===== config.mk =====
export PLATFORM = sky130hd
export DESIGN_NAME = lsm_uop_seq
export DESIGN_NICKNAME = d
export VERILOG_FILES = /design/src/rtl/lsm_uop_seq.sv
export SDC_FILE = /design/constraint.sdc
export NUM_CORES = 1
export LEC_CHECK = 0
export BUFFER_PORTS_ARGS = -buffer_cell sky130_fd_sc_hd__buf_2
export CORE_AREA = 8 8 99 78
export DETAILED_ROUTE_END_ITERATION = 12
export DIE_AREA = 0 0 107 86
export GPL_TIMING_DRIVEN = 0
export PLACE_DENSITY_LB_ADDON = 0.3
export SLEW_MARGIN = 0
export SYNTH_ARGS = -nofsm -noshare
export SYNTH_HDL_FRONTEND = slang
export SYNTH_SLANG_ARGS = --single-unit

===== constraint.sdc =====
create_clock -name clk -period 6.7 [get_ports clk]
set_input_delay 1.34 -clock clk [delete_from_list [all_inputs] [get_ports clk]]
set_output_delay 1.34 -clock clk [all_outputs]
set_load 0.005 [all_outputs]

===== src/rtl/lsm_uop_seq.sv =====
module lsm_uop_seq #(
  parameter int LIST_W   = 16,
  parameter int IDX_W    = 6,
  parameter int IMM_W    = 8,
  parameter int TEMP_IDX = 32,
  parameter int USER_OFS = 16
) (
  input  logic                      clk,
  input  logic                      rst_n,
  input  logic                      in_valid,
  output logic                      in_ready,
  input  logic [LIST_W-1:0]         in_list,
  input  logic [$clog2(LIST_W)-1:0] in_base,
  input  logic                      in_load,
  input  logic                      in_up,
  input  logic                      in_pre,
  input  logic                      in_wb,
  input  logic                      in_priv,
  output logic                      out_valid,
  input  logic                      out_ready,
  output logic [2:0]                out_op,
  output logic [IDX_W-1:0]          out_dst,
  output logic [IDX_W-1:0]          out_src,
  output logic [IMM_W-1:0]          out_imm,
  output logic                      out_up,
  output logic                      out_last
);
  localparam int BASE_W = $clog2(LIST_W);
  localparam int CNT_W  = $clog2(LIST_W + 1);
  localparam int PC_IDX = LIST_W - 1;
  localparam logic [IMM_W-1:0] STEP = IMM_W'(4);
  localparam logic [2:0] OP_ADDI = 3'd0, OP_SUBI = 3'd1, OP_LOAD = 3'd2,
                         OP_LRET = 3'd3, OP_STORE = 3'd4;

  typedef enum logic [1:0] {S_IDLE, S_COPY, S_XFER, S_WB} phase_t;

  phase_t              phase;
  logic [LIST_W-1:0]   rem_q;
  logic [BASE_W-1:0]   base_q;
  logic                load_q, up_q, wb_q, fuser_q, eret_q;
  logic [IMM_W-1:0]    imm_q;
  logic [CNT_W-1:0]    cnt_q;

  logic [CNT_W-1:0]    n_in;
  logic [IMM_W-1:0]    n4_in, imm0;
  logic [LIST_W-1:0]   low_bit;
  logic [BASE_W-1:0]   low_idx;
  logic                single, fire;
  logic [IDX_W-1:0]    base_ext, xfer_dst;

  assign n_in     = CNT_W'($countones(in_list));
  assign n4_in    = IMM_W'(n_in) << 2;
  assign imm0     = (in_up ? '0 : n4_in - STEP) + (in_pre ? STEP : '0);
  assign low_bit  = rem_q & (~rem_q + LIST_W'(1));
  assign single   = (rem_q == low_bit);
  assign fire     = out_valid && out_ready;
  assign base_ext = IDX_W'(base_q);
  assign xfer_dst = IDX_W'(low_idx) + (fuser_q ? IDX_W'(USER_OFS) : '0);

  always_comb begin
    low_idx = '0;
    for (int i = LIST_W - 1; i >= 0; i--)
      if (rem_q[i]) low_idx = BASE_W'(i);
  end

  assign in_ready  = (phase == S_IDLE);
  assign out_valid = (phase != S_IDLE);

  always_comb begin
    out_op   = OP_ADDI;
    out_dst  = IDX_W'(TEMP_IDX);
    out_src  = base_ext;
    out_imm  = '0;
    out_up   = 1'b1;
    out_last = 1'b0;
    case (phase)
      S_COPY: out_last = (rem_q == '0) && !wb_q;
      S_XFER: begin
        out_op   = !load_q ? OP_STORE :
                   (eret_q && low_idx == BASE_W'(PC_IDX)) ? OP_LRET : OP_LOAD;
        out_dst  = xfer_dst;
        out_src  = IDX_W'(TEMP_IDX);
        out_imm  = imm_q;
        out_up   = up_q;
        out_last = single && !wb_q;
      end
      S_WB: begin
        out_op   = up_q ? OP_ADDI : OP_SUBI;
        out_dst  = base_ext;
        out_imm  = IMM_W'(cnt_q) << 2;
        out_up   = up_q;
        out_last = 1'b1;
      end
      default: ;
    endcase
  end

  always_ff @(posedge clk) begin
    if (!rst_n) begin
      phase   <= S_IDLE;
      rem_q   <= '0;
      base_q  <= '0;
      load_q  <= 1'b0;
      up_q    <= 1'b0;
      wb_q    <= 1'b0;
      fuser_q <= 1'b0;
      eret_q  <= 1'b0;
      imm_q   <= '0;
      cnt_q   <= '0;
    end else begin
      case (phase)
        S_IDLE: if (in_valid) begin
          rem_q   <= in_list;
          base_q  <= in_base;
          load_q  <= in_load;
          up_q    <= in_up;
          wb_q    <= in_wb;
          fuser_q <= in_priv && !in_list[PC_IDX];
          eret_q  <= in_priv && in_load && in_list[PC_IDX];
          imm_q   <= imm0;
          cnt_q   <= n_in;
          phase   <= S_COPY;
        end
        S_COPY: if (fire)
          phase <= (rem_q != '0) ? S_XFER : (wb_q ? S_WB : S_IDLE);
        S_XFER: if (fire) begin
          rem_q <= rem_q & ~low_bit;
          imm_q <= up_q ? imm_q + STEP : imm_q - STEP;
          if (single) phase <= wb_q ? S_WB : S_IDLE;
        end
        S_WB: if (fire) phase <= S_IDLE;
        default: phase <= S_IDLE;
      endcase
    end
  end

  a_r1_idle_after_last: assert property (@(posedge clk) disable iff (!rst_n)
    (fire && out_last) |=> in_ready);

  a_r2_copy_first: assert property (@(posedge clk) disable iff (!rst_n)
    (in_valid && in_ready) |=> (out_valid && out_op == OP_ADDI &&
      out_dst == IDX_W'(TEMP_IDX) && out_imm == '0 && out_up));

  a_r3_ascending: assert property (@(posedge clk) disable iff (!rst_n)
    (fire && phase == S_XFER) |=> (phase != S_XFER || out_dst > $past(out_dst)));

  a_r5_step: assert property (@(posedge clk) disable iff (!rst_n)
    (fire && phase == S_XFER) |=> (phase != S_XFER ||
      out_imm == ($past(out_up) ? IMM_W'($past(out_imm) + STEP)
                                : IMM_W'($past(out_imm) - STEP))));

  a_r8_wb_in_place: assert property (@(posedge clk) disable iff (!rst_n)
    (out_valid && phase == S_WB) |-> (out_dst == out_src && out_last));

  a_r11_hold: assert property (@(posedge clk) disable iff (!rst_n)
    (out_valid && !out_ready) |=> (out_valid && $stable(out_op) &&
      $stable(out_dst) && $stable(out_src) && $stable(out_imm) &&
      $stable(out_up) && $stable(out_last)));
endmodule


# Word-level counts from Yosys, hierarchy flattened
# Index checks and enable logic that the tools add are counted.
dict set report totals {
  out_inout_bits 27
  in_bits 29
  reg_bits 40
  wordCells 106
}
dict set report op_classes {
  bitwise_logic 4
  n_addsub 21
  mux 43
  n_reduce_logical 18
  n_eq_ne 10
}
# cell count
set ops {}
lappend ops {{2-to-1 mux 4 bit} 16}
lappend ops {{AND 16 bit} 2}
lappend ops {{2-to-1 mux 16 bit} 2}
lappend ops {{2-to-1 mux 8 bit} 4}
lappend ops {{NOT 16 bit} 2}
lappend ops {{case mux 16 bit (2 select lines)} 1}
lappend ops {{case mux 8 bit (2 select lines)} 2}
lappend ops {{adder 1 x 1 -> 2 bit} 8}
lappend ops {{adder 16 x 1 -> 16 bit (second input constant)} 1}
lappend ops {{equality test 16 bit} 1}
lappend ops {{logical NOT 16 bit} 1}
lappend ops {{nonzero test 16 bit} 1}
lappend ops {{2-to-1 mux 2 bit} 7}
lappend ops {{adder 2 x 2 -> 3 bit} 4}
lappend ops {{case mux 6 bit (2 select lines)} 1}
lappend ops {{inequality test 2 bit (second input constant)} 5}
lappend ops {{adder 3 x 3 -> 4 bit} 2}
lappend ops {{adder 8 x 3 -> 8 bit} 1}
lappend ops {{adder 8 x 3 -> 8 bit (second input constant)} 1}
lappend ops {{case mux 2 bit (4 select lines)} 1}
lappend ops {{subtractor 7 x 3 -> 8 bit (second input constant)} 1}
lappend ops {{subtractor 8 x 3 -> 8 bit (second input constant)} 1}
lappend ops {{logical AND 1 bit} 7}
lappend ops {{adder 4 x 5 -> 6 bit} 1}
lappend ops {{other kinds (17)} 23}

# Depth between registers and ports, before layout
dict set report depth {
  word_depth 21
  mapped_depth 17
  depth_no_buf 17
}

# Least setup slack after synthesis
# OpenSTA, ideal clock, no wires.
dict set report synth_path {
  path_kind {input-to-reg}
  startpoint {input port in_list[0]}
  endpoint {register imm_q[7]}
  path_slack_ns 1.098
  required_ns 6.630
  arrival_ns 5.532
  n_path_buf 0
  setup_time_ns 0.070
  path_stages 15
  path_cell_list {inv_1 fa_1 fa_1 fa_1 fa_1 inv_1 ha_1 fa_1 inv_1 ha_1 xor3_1 nand3_1 or4_1 a211o_1 a21oi_1}
}
dict set report synth_via {
  elab_chain_len 9
}
# item line_no
set synth_lines {}
lappend synth_lines {{from (decl)} 12} ;# input logic [LIST_W-1:0] in_list,
lappend synth_lines {{adder 1 x 1 -> 2 bit (implied by the code)} 51} ;# assign n_in = CNT_W'($countones(in_list));
lappend synth_lines {{adder 2 x 2 -> 3 bit (implied by the code)} 51}
lappend synth_lines {{adder 3 x 3 -> 4 bit (implied by the code)} 51}
lappend synth_lines {{adder 4 x 4 -> 5 bit (implied by the code)} 51}
lappend synth_lines {{named net n4_in[3]} 45} ;# logic [IMM_W-1:0] n4_in, imm0;
lappend synth_lines {{subtractor 7 x 3 -> 8 bit} 53} ;# assign imm0 = (in_up ? '0 : n4_in - STEP) + (in_pre ? STEP : '0);
lappend synth_lines {{2-to-1 mux 8 bit} 53}
lappend synth_lines {{adder 8 x 3 -> 8 bit} 53}
lappend synth_lines {{2-to-1 mux 8 bit} 112} ;# S_IDLE: if (in_valid) begin
lappend synth_lines {{case mux 8 bit (2 select lines)} 111} ;# case (phase)
lappend synth_lines {{to (signal assigned)} 120} ;# imm_q <= imm0;
lappend synth_lines {{to (signal assigned)} 128} ;# imm_q <= up_q ? imm_q + STEP : imm_q - STEP;
lappend synth_lines {{to (decl)} 41} ;# logic [IMM_W-1:0] imm_q;
# The timed path passes the listed nets, and every way through them passes these cells. The select of a mux whose other input is x is not followed.
# A chain may end at the register's enable or synchronous reset.

# Worst setup path in the final report
dict set report layout_path {
  startpoint {input port in_list[15]}
  endpoint {register imm_q[7]}
}
# The elaborated chain is that of the path after synthesis.

==> results.ini <==
[cts]
clock-sinks = 38
cts_tree = yes
cts_setup_buffers = 0
clockRootBuffer = clkbuf_8
h-tree-depth = 2
cts.clk_slew.worst_paths_ns = 0.08
cts_buffers = 5
cts_hold_buf = 0
clk-insertion-delay-late_ns = 0.29
ctsResizeCount = 0
cts_max_path_buffers = 2

[routing]
wl_per_cell_um = 16.1
via_per_inst = 5.76
drtIter0Drc = 268
drc = 0
wl_mm = 8.58
firstDrtPassIters = 5
num_vias = 3072
ant_nets = 0

[finish]
drive_gt1_frac = 0.179
n_fill_cell = 584
areaGrowthSynthToFinish_pct = 15.6
regArea_um2 = 761
diodes = 0
fin_util = 0.572
multiInputGateArea_um2 = 2030
final_nets = 508

[die]
die_h_um = 86
pin_count = 56
start_util = 0.495
row_count = 25
die_x_um = 107
core_area_um2 = 6160
dieArea_um2 = 9200

[global_route]
grt_max_degree = 12
antenna_found_initial = 0
grt_usage = 0.191
grt_pass1_vias = 2821
gr-total-overflow = 0
grt_pass1_wl_mm = 14.3

[worst_setup_path]
endpoint_kind = register
r2r_start = phase[0]
crit_chain = buf_2 > inv_1 > fa_1 > fa_1 > fa_1 > fa_1 > inv_1 > ha_1 > fa_1 > inv_1 > ha_1 > xor3_1 > nand3_1 > or4_1 > a211o_1 > a21oi_1
startpoint_type = input pin
crit_fanout = 5
crit_start = in_list[15]
required_ns = 6.93
critPathMostFrequentCell = fa_1
critPathArrivalTime_ns = 5.91
cpPeakStageDelay_ns = 0.55
path_class = in2reg
critPathSlowestCell = fa_1

[sta]
hold_viol = 0
relSlewSlack = 0.432
fin_skew_ns = 0.00777
grt_setup_unrepaired = false
max_freq_ghz = 0.176
slew_violations = 0
final.setup.tns_ns = 0
period_needed_ns = 5.69
fin_ws_ns = 1.01
worst-slew-pin-transition_ns = 0.852
setup_viol = 0
fin_crit_sh = 0.849

[place]
place_hpwl_mm = 6.85
place.gp.congestion = 0.966
port_buffers = 51
dp_slack_ns = 0.698

[synth]
seq_area_frac_synth = 0.249
synth_top_family_by_area = compound AO/OA/AOI/OAI gates
syn_area_um2 = 3050
synthXorXnorAreaFrac = 0.0468
synth_flop_cell = dfxtp_1
netlist-cell-type-count = 66
synth.area.mux_share = 0.00698
synth_compound_area_frac = 0.258
postSynthCellCount = 392
post_synth_and_or_nand_nor_area_fraction = 0.209
synthAdderAreaFrac = 0.141
ys_async_sr_fraction = 0
synth_edf_count = 0
ys_seq_elements = 38
syn_area_per_cell_um2 = 7.78
yosys_warnings = 0

[status]
outcome = finished, final reports clean

[min_path]
hold_path.class = reg2reg
worstHoldStart = cnt_q[0]

[power]
power_density_nw_per_um2 = 408
p_leak_nw = 1.62
vdd_drop_max_mv = 0.264

[run]
maxCapViolCount = 0

==> area by class of cell <==
type / count / area share
plain buffers: 24 / 0.0362
clock buffers: 6 / 0.0234
clock inverters: 1 / 0.00852
inverters: 37 / 0.0394
multi-input cells: 295 / 0.576
flip-flops and latches: 38 / 0.216
well taps: 81 / 0.0287
repair buffers: 51 / 0.0724
==> cell usage after synthesis, drive strengths merged (9+ instances only) <==
cell	instances	area (um2)
fa	11	220
a22oi	14	110
ha	16	200
nand2	52	195
nor2	43	161
dfxtp	38	761
buf	9	71.3
clkbuf	15	56.3
o21ai	17	85.1
inv	37	139
a21oi	34	174
==> cell usage in the layout (no fill, tap or decap), types with 3 or more instances in the layout <==
cell,count
clkbuf_8,6
clkbuf_1,15
nand2_1,52
a211oi_1,5
dfxtp_1,38
fa_1,11
buf_4,6
o211ai_1,3
buf_2,51
nor3_1,3
a22oi_1,13
and3_1,3
a31oi_1,4
inv_1,37
xnor2_1,8
nor2_1,43
nand3_1,5
conb_1,3
a21o_1,4
nor2b_1,6
xor2_1,3
o21ai_0,17
and2_1,4
a22o_1,8
a21oi_1,33
ha_1,16
==> kinds of logic (layout without fill, tap and decap cells) <==
logic type	Yosys count	count (layout)
mux	2	2
buf+inv	61	119
compound gates	113	113
simple gates	136	136
fa+ha+maj	28	28
xor+xnor	13	13
other cells	1	3
flops	38	38
==> power by group <==
group / switching [mW] / leakage, nW / internal [mW] / total [mW]
registers: 0.0516 / 0.312 / 0.278 / 0.329
logic: 0.520 / 1.25 / 0.387 / 0.907
clock network: 0.0827 / 0.0573 / 0.119 / 0.202
total: 0.654 / 1.62 / 0.784 / 1.44
==> registers in the layout (all words and copies together) (netlist names) <==
| signal | flops |
|---|---|
| rem_q | 16 |
| imm_q | 6 |
| cnt_q | 5 |
| base_q | 4 |
| phase | 2 |
| eret_q | 1 |
| fuser_q | 1 |
| load_q | 1 |
| up_q | 1 |
| wb_q | 1 |
==> worst max-delay path: cells and delay by family <==
family	cells	cell delay [ns]
AOI/OAI and AO/OA	2	0.41
xor gates and xnor gates	1	0.25
adders and majority gates	7	2.91
buffers and inverters	4	0.35
and+or+nand+nor	2	0.64
==> worst paths after layout <==
kind         cells after the start  slack [ns]       end
max                             16        1.01  imm_q[7]
min                              2        0.46  cnt_q[0]
max reg2reg                      8        4.07  imm_q[5]
min reg2reg                      2        0.46  cnt_q[0]
==> layer usage <==
layer	up-vias	wire, um	global-route usage
met1	1459	4010	0.264
met4	0	87	0.0599
li1	1478	-	-
met5	-	0	0
met3	9	725	0.0427
met2	126	3760	0.287
==> stage by stage <==
| stage | power (mW) | hold WS [ns] | instances | area, um2 |
|---|---|---|---|---|
| 6_report | 1.44 | 0.462 | 533 | 3530 |
| 3_3_place_gp | 1.20 | 0.441 | 526 | 3410 |
| 3_5_place_dp | 1.23 | 0.450 | 526 | 3410 |
| 5_1_grt | 1.57 | 0.491 | 533 | 3530 |
| 4_1_cts | 1.43 | 0.462 | 533 | 3530 |
| 2_1_floorplan | 1.01 | 0.432 | 394 | 3060 |
Power figures use the tool's default switching activity.
